<file path="src/rtl/bsr_pkg.sv">
package bsr_pkg;
  localparam int CELLS_PER_PIN = 4;

  typedef enum logic [1:0] {
    KIND_IN   = 2'd0,
    KIND_DOUT = 2'd1,
    KIND_OE   = 2'd2,
    KIND_PUD  = 2'd3
  } cell_kind_e;

  typedef enum logic [1:0] {
    MODE_FUNC     = 2'b00,
    MODE_SAMPLE   = 2'b01,
    MODE_EXTEST   = 2'b10,
    MODE_FUNC_ALT = 2'b11
  } scan_mode_e;

  function automatic int cell_pos(int npins, int pin, int kind);
    return (npins - 1 - pin) * CELLS_PER_PIN + kind;
  endfunction

  function automatic logic cap_select(int kind, logic v_in, logic v_dout,
                                      logic v_oe, logic v_pud);
    case (kind)
      0:       return v_in;
      1:       return v_dout;
      2:       return v_oe;
      default: return v_pud;
    endcase
  endfunction
endpackage

</file>
<file path="src/rtl/bsr_cell.sv">
module bsr_cell (
  input  logic tck,
  input  logic rst_n,
  input  logic shift_en,
  input  logic capture_en,
  input  logic update_en,
  input  logic si,
  input  logic cap_d,
  output logic so,
  output logic upd_q
);
  logic stage_q;

  always_ff @(posedge tck or negedge rst_n) begin
    if (!rst_n)          stage_q <= 1'b0;
    else if (capture_en) stage_q <= cap_d;
    else if (shift_en)   stage_q <= si;
  end

  always_ff @(negedge tck or negedge rst_n) begin
    if (!rst_n)         upd_q <= 1'b0;
    else if (update_en) upd_q <= stage_q;
  end

  assign so = stage_q;
endmodule

</file>
<file path="src/rtl/bsr_pin_mux.sv">
module bsr_pin_mux (
  input  logic ext_on,
  input  logic core_out,
  input  logic core_oe,
  input  logic core_pud,
  input  logic pin_in,
  input  logic lat_in,
  input  logic lat_dout,
  input  logic lat_oe,
  input  logic lat_pud,
  output logic pin_out,
  output logic pin_oe,
  output logic pin_pud,
  output logic core_in
);
  always_comb begin
    if (ext_on) begin
      pin_out = lat_dout;
      pin_oe  = lat_oe;
      pin_pud = lat_pud;
      core_in = lat_in;
    end else begin
      pin_out = core_out;
      pin_oe  = core_oe;
      pin_pud = core_pud;
      core_in = pin_in;
    end
  end
endmodule

</file>
<file path="src/rtl/bsr_chain.sv">
module bsr_chain #(
  parameter int NPINS = 4
) (
  input  logic             tck,
  input  logic             rst_n,
  input  logic             tdi,
  output logic             tdo,
  input  logic             shift_en,
  input  logic             capture_en,
  input  logic             update_en,
  input  logic [1:0]       mode,
  input  logic [NPINS-1:0] core_out,
  input  logic [NPINS-1:0] core_oe,
  input  logic [NPINS-1:0] core_pud,
  output logic [NPINS-1:0] core_in,
  input  logic [NPINS-1:0] pin_in,
  output logic [NPINS-1:0] pin_out,
  output logic [NPINS-1:0] pin_oe,
  output logic [NPINS-1:0] pin_pud
);
  import bsr_pkg::*;

  localparam int LEN = NPINS * CELLS_PER_PIN;

  logic [LEN-1:0] chain_q;
  logic [LEN-1:0] upd_q;
  logic [LEN-1:0] cap_vec;
  logic [LEN-1:0] shift_src;
  logic           extest_on;

  assign extest_on = (mode == MODE_EXTEST);
  assign shift_src = {chain_q[LEN-2:0], tdi};
  assign tdo       = chain_q[LEN-1];

  for (genvar p = 0; p < NPINS; p++) begin : g_pin
    for (genvar k = 0; k < CELLS_PER_PIN; k++) begin : g_cell
      localparam int POS = cell_pos(NPINS, p, k);
      assign cap_vec[POS] = cap_select(k, pin_in[p], core_out[p],
                                       core_oe[p], core_pud[p]);
      bsr_cell cell_i (
        .tck       (tck),
        .rst_n     (rst_n),
        .shift_en  (shift_en),
        .capture_en(capture_en),
        .update_en (update_en),
        .si        (shift_src[POS]),
        .cap_d     (cap_vec[POS]),
        .so        (chain_q[POS]),
        .upd_q     (upd_q[POS])
      );
    end

    bsr_pin_mux mux_i (
      .ext_on  (extest_on),
      .core_out(core_out[p]),
      .core_oe (core_oe[p]),
      .core_pud(core_pud[p]),
      .pin_in  (pin_in[p]),
      .lat_in  (upd_q[cell_pos(NPINS, p, 0)]),
      .lat_dout(upd_q[cell_pos(NPINS, p, 1)]),
      .lat_oe  (upd_q[cell_pos(NPINS, p, 2)]),
      .lat_pud (upd_q[cell_pos(NPINS, p, 3)]),
      .pin_out (pin_out[p]),
      .pin_oe  (pin_oe[p]),
      .pin_pud (pin_pud[p]),
      .core_in (core_in[p])
    );
  end
endmodule

</file>
<file path="config.mk">
export PLATFORM = sky130hd
export DESIGN_NAME = bsr_chain
export DESIGN_NICKNAME = d
export VERILOG_FILES = /design/src/rtl/bsr_pkg.sv /design/src/rtl/bsr_cell.sv /design/src/rtl/bsr_pin_mux.sv /design/src/rtl/bsr_chain.sv
export SDC_FILE = /design/constraint.sdc
export NUM_CORES = 1
export LEC_CHECK = 0
export BUFFER_PORTS_ARGS = -buffer_cell sky130_fd_sc_hd__buf_2
export CELL_PAD_IN_SITES_DETAIL_PLACEMENT = 1
export CELL_PAD_IN_SITES_GLOBAL_PLACEMENT = 1
export CORE_AREA = 2 2 67 69
export CTS_CLUSTER_SIZE = 14
export DETAILED_ROUTE_END_ITERATION = 10
export DIE_AREA = 0 0 69 71
export GPL_ROUTABILITY_DRIVEN = 0
export HOLD_SLACK_MARGIN = 0.1
export PLACE_DENSITY = 0.83
export SLEW_MARGIN = 15
export SYNTH_ARGS = -nofsm -noshare
export SYNTH_HDL_FRONTEND = slang
export SYNTH_SLANG_ARGS = --single-unit
export TNS_END_PERCENT = 20
</file>
<file path="constraint.sdc">
create_clock -name tck -period 1.21 [get_ports tck]
set_input_delay 0.121 -clock tck [delete_from_list [all_inputs] [get_ports tck]]
set_output_delay 0.121 -clock tck [all_outputs]
set_load 0.01 [all_outputs]
</file>
==> results of run 1 <==
-- cells in the final DEF (no fill, tap or decap) --
| master | n |
|---|---|
| buf_4 | 35 |
| clkbuf_1 | 1 |
| dfrtn_1 | 16 |
| clkinv_2 | 1 |
| dlygate4sd3_1 | 16 |
| buf_2 | 25 |
| o21ai_0 | 16 |
| mux2_2 | 7 |
| clkbuf_8 | 5 |
| bufinv_16 | 1 |
| dfrtp_1 | 16 |
| nand2_1 | 16 |
| nand2b_4 | 1 |
| buf_12 | 4 |
| buf_6 | 15 |
| mux2i_1 | 16 |
| mux2_4 | 25 |
-- worst max-delay path, cell delays in order (launching register included) --
cell and delay (ns):
dfrtn_1 0.36, mux2_4 0.29, buf_6 0.13
-- cells by family after synthesis --
kind of cell | synth area share
muxes | 0.3270
DFF | 0.4692
buffers and inverters | 0.1136
and+or+nand+nor | 0.04325
AOI/OAI and AO/OA | 0.04692
-- where the power goes --
part	leakage [nW]	internal [mW]	switching, mW	total [mW]
combinational	0.867	0.586	0.317	0.903
sequential	0.389	1.21	0.0788	1.29
clock	0.0552	0.611	0.408	1.02
total	1.31	2.41	0.804	3.21
-- repair_timing --
action / 4_1_cts / 5_1_grt
setup buffers: 8 / 4
endpoints found under the setup margin: 32 / 32
hold buffers: 16 / 0
endpoints found under the hold margin: 31 / 0
gates resized for setup: 17 / 3
-- cell type report --
class / instances / area share
clock inverter: 2 / 0.01380
sequential: 32 / 0.3154
clock buffer: 6 / 0.02859
tap: 52 / 0.02563
multi-input combinational: 81 / 0.3026
timing repair buffer: 95 / 0.3139
-- state kept, by name, summed over array words and instances, names as in the netlist --
register	flops
g_pin.g_cell.cell_i.so	16
g_pin.g_cell.cell_i.upd_q	16
-- final timing paths --
check	start	endpoint	slack (ns)	cells past startpoint
worst max-delay path	g_pin[1].g_cell[2].cell_i.upd_q$_DFFE_NN0P_	pin_oe[1]	-0.58	2
worst min register to register	g_pin[2].g_cell[3].cell_i.upd_q$_DFFE_NN0P_	g_pin[2].g_cell[3].cell_i.upd_q$_DFFE_NN0P_	0.47	1
min in group asynchronous	rst_n	g_pin[3].g_cell[0].cell_i.so$_DFFE_PN0P_	0.32	3
worst min-delay path	core_oe[3]	g_pin[3].g_cell[2].cell_i.so$_DFFE_PN0P_	0.11	3
max in group asynchronous	rst_n	g_pin[0].g_cell[0].cell_i.upd_q$_DFFE_NN0P_	0.18	3
worst max register to register	g_pin[3].g_cell[1].cell_i.so$_DFFE_PN0P_	g_pin[3].g_cell[1].cell_i.upd_q$_DFFE_NN0P_	-0.20	1
-- per-stage QoR --
step	power, mW	area (sq um)	util	setup slack (ns)	setup TNS (ns)
6_report	3.214	2539	0.6039	-0.5775	-11.74
3_5_place_dp	1.997	2068	0.4920	-0.3080	-8.366
2_1_floorplan	1.763	1810	-	-0.2163	-6.583
4_1_cts	3.205	2497	0.5940	-0.5662	-11.98
3_3_place_gp	1.949	2068	0.4920	-0.2860	-8.024
5_1_grt	3.374	2539	0.6039	-0.6026	-12.58
-- metal layers --
metal | up-vias | routed length, um
met3 | 5 | 182
li1 | 611 | -
met1 | 655 | 1698
met5 | - | 0
met4 | 0 | 53
met2 | 32 | 2430
==> reports/metrics.cfg, run 1 <==
[synth]
synth_area_leaders = dfrtn_1 (23%), dfrtp_1 (23%), mux2_2 (15%), mux2i_1 (9.4%), mux2_4 (8.8%)
ys_ff_latch = 32
synth_cells = 138
yosys_warnings = 0
ys.flop_type = dfrtp_1
synth_top_area_frac = 0.2346
yosysMostFrequentCell = mux2_2
ys_seq_area_frac = 0.4692
synth_top_area_cell = dfrtn_1
synth_edf_count = 0
ys_top_cells_by_count = mux2_2 (22), buf_4 (18)
avgSynthCellArea_sq_um = 12.37
syn_area_sq_um = 1707
syn-num-nets = 162
synth.distinct_cells = 13
synth-async-reset-ratio = 1.000

[setup_path]
arrival_ns = 1.67
critical_path_class = register to output pin
required_ns = 1.09
cp_max_fo = 2
start_kind = register
end_kind = output pin

[global_route]
grt_max_degree = 33
use_met3 = 0.03989
busiest_layer = met2
grt_pass1_wl_um = 7065
grt_pass1_vias = 1477
met2_usage = 0.3579
antenna_found_initial = 0
grt_overflow = 0
grtUsageTotal = 0.1881
use_met1 = 0.1982

[floorplanning]
start_util = 0.4060
core_area_sq_um = 4204
rows = 24
dieArea_sq_um = 4899
pin_count = 41
die_h_um = 71
die_width_um = 69

[place]
portBuffers = 40
place_inst = 232
dpl.hpwl_um = 2709

[timing]
worst_pin_slew_ns = 0.3241
fin_skew_ns = 0.01119
slew_violations = 0
hold_violations = 0
grt_setup_unrepaired = true
setup_viol = 32
worst_hold_slack_ns = 0.1132
worst_slew_margin_rel = 0.7838
worst_slack_ns = -0.5775

[drt]
drt_iter0_markers = 22
wl_per_cell_um = 16.29
antenna_left = 0
vias = 1303
route.detailed.drc = 0
via_per_inst = 4.862
drtPass1Iterations = 4
drt_wl_total_um = 4365

[power_and_ir_drop]
power.density_nw_per_um2 = 1266
ir_drop_v = 0.0007717
p_leak_nw = 1.312

[cts]
htreeDepth = 2
clk_latency_ns = 0.29
numCtsBuffers = 5
cts_tree = done
cts_buffer_depth = 2
cts.sinks = 32
ctsRootBufferMaster = clkbuf_8
cts.clk_slew.worst_paths_ns = 0.07

[layout]
nFillCells = 444
drive_above_1_share = 0.5509
antenna_cells = 0
num-nets-final = 239
instances_no_fill = 268
syn2layout_area_growth_pct = 48.75
ff_latch_area_sq_um = 800.8
multi_input_area_sq_um = 768.2

[outcome]
status = complete, but fails checks
violations = negative setup slack

[min_path]
hold_class = input pin to register

[job]
cap_violations = 0

No activity file was read; power rests on OpenSTA's default activity.
==> inputs of run 2 (changes only) <==
--- a/config.mk
+++ b/config.mk
@@ -15,6 +15,7 @@
 export GPL_ROUTABILITY_DRIVEN = 0
 export HOLD_SLACK_MARGIN = 0.1
 export PLACE_DENSITY = 0.83
+export SETUP_SLACK_MARGIN = 0.4
 export SLEW_MARGIN = 15
 export SYNTH_ARGS = -nofsm -noshare
 export SYNTH_HDL_FRONTEND = slang
==> run 2 against run 1 <==
  * The run ends with negative hold slack, negative setup slack left
  * Utilization is 0.27 points higher
  * Register-to-register slack hardly changed
  * Non-clock buffer count stayed put
  * Clock-buffer cell count stayed put
  * Final cell count stayed put
  * Critical endpoint unchanged
==> reports/metrics.cfg, run 2 (synthesis results as in run 1) <==
[outcome]
status = complete, but fails checks
violations = negative hold slack, negative setup slack

[floorplanning]
dieArea_sq_um = 4899
die_h_um = 71
start_util = 0.4060
die_width_um = 69
rows = 24
core_area_sq_um = 4204
pin_count = 41

[timing]
setup-tns-final_ns = -11.87
grt_setup_unrepaired = true
worst_pin_slew_ns = 0.3229
worst_slack_ns = -0.5819
hold_violations = 16
fin_skew_ns = 0.009681
worst_hold_slack_ns = -0.2233
worst_slew_margin_rel = 0.7846
slew_violations = 0
setup_viol = 32

[setup_path]
rr_worst_depth = 1
cp_slowest_cell = dfrtn_1
arrival_ns = 1.67
worstPathCellList = mux2_4 > buf_6
end_kind = output pin
max_stage_delay_ns = 0.36
required_ns = 1.09
cp_max_fo = 2
start_kind = register
critical_path_class = register to output pin

[cts]
postCtsHoldBufs = 15
ctsRootBufferMaster = clkbuf_8
cts_buffer_depth = 2
cts_tree = done
cts.sinks = 32
clk_latency_ns = 0.30
cts.clk_slew.worst_paths_ns = 0.07
numCtsBuffers = 5
htreeDepth = 2

[power_and_ir_drop]
p_leak_nw = 1.311
power.density_nw_per_um2 = 1280
power_mw = 3.264
ir_drop_v = 0.0007607

[layout]
ff_latch_area_sq_um = 800.8
final_common_cell = buf_4
num-nets-final = 239
mostFrequentLayoutCells = buf_4 (36), mux2_4 (25), buf_2 (24)
postLayoutCoreUtil = 0.6065
nFillCells = 442
syn2layout_area_growth_pct = 49.41
instances_no_fill = 268
antenna_cells = 0
drive_above_1_share = 0.5648
finalInstanceArea_sq_um = 2550
multi_input_area_sq_um = 775.7

[drt]
via_per_inst = 4.877
vias = 1307
wl_per_cell_um = 16.82
antenna_left = 0
route.detailed.drc = 0
drt_iter0_markers = 33
drtPass1Iterations = 2
drt_wl_total_um = 4509

[global_route]
grtUsageTotal = 0.1884
grt_overflow = 0
grt_pass1_wl_um = 7065
grt_max_degree = 33
antenna_found_initial = 0
grt_pass1_vias = 1461

[place]
placed_area_sq_um = 2068
place_inst = 232
dpl.hpwl_um = 2709
portBuffers = 40

[job]
cap_violations = 0

[min_path]
hold_class = input pin to async pin

## run 2: what timing repair did
item	in CTS	in global routing
setup buffers	8	5
resized for setup	35	4
pin swaps	15	16
endpoints found under the setup margin	49	49
cloned	0	0
hold endpoints to repair	31	16
## run 2: final timing paths
path,start,endpoint,slack [ns]
min,rst_n,g_pin[3].g_cell[0].cell_i.so$_DFFE_PN0P_,-0.22
max in group asynchronous,rst_n,g_pin[2].g_cell[2].cell_i.upd_q$_DFFE_NN0P_,0.74
min in group tck,core_oe[3],g_pin[3].g_cell[2].cell_i.so$_DFFE_PN0P_,0.12
max reg2reg,g_pin[3].g_cell[1].cell_i.so$_DFFE_PN0P_,g_pin[3].g_cell[1].cell_i.upd_q$_DFFE_NN0P_,-0.21
min reg2reg,g_pin[2].g_cell[3].cell_i.upd_q$_DFFE_NN0P_,g_pin[2].g_cell[3].cell_i.upd_q$_DFFE_NN0P_,0.47
max,g_pin[1].g_cell[2].cell_i.upd_q$_DFFE_NN0P_,pin_oe[1],-0.58
## run 2: cell type report
class	instances	share of cell area
Clock buffer	6	0.02846
Timing Repair Buffer	95	0.3140
Clock inverter	2	0.01374
Tap cell	52	0.02552
Sequential cell	32	0.3140
Multi-Input combinational cell	81	0.3042
## run 2: power breakdown
| group | leakage (nW) | switching [mW] | internal [mW] | total [mW] |
|---|---|---|---|---|
| clock network | 0.0552 | 0.425 | 0.611 | 1.04 |
| registers | 0.389 | 0.0795 | 1.21 | 1.29 |
| logic | 0.866 | 0.332 | 0.602 | 0.934 |
| total | 1.31 | 0.837 | 2.43 | 3.26 |
## run 2: routing by layer
metal  share of wire  routed length (um)  global-route usage  vias up
met1            0.40                1792              0.1991      655
met3           0.037                 168             0.03989        8
met5               0                   0                   0        -
met4           0.018                  82             0.08497        0
li1                -                   -                   -      612
met2            0.55                2466              0.3579       32
## run 2: critical path: cells and delay by family, from the launching register on
family | cells | cell delay (ns)
buffers and inverters | 1 | 0.13
flip-flops | 1 | 0.36
multiplexers | 1 | 0.29
## run 2: through the flow
step | hold WS [ns] | setup WS, ns
after global placement | 0.08466 | -0.2860
after CTS | -0.2178 | -0.5662
final | -0.2233 | -0.5819
after global routing | -0.2092 | -0.6026
after detailed placement | 0.09542 | -0.3080
after floorplan | -0.1746 | -0.2163
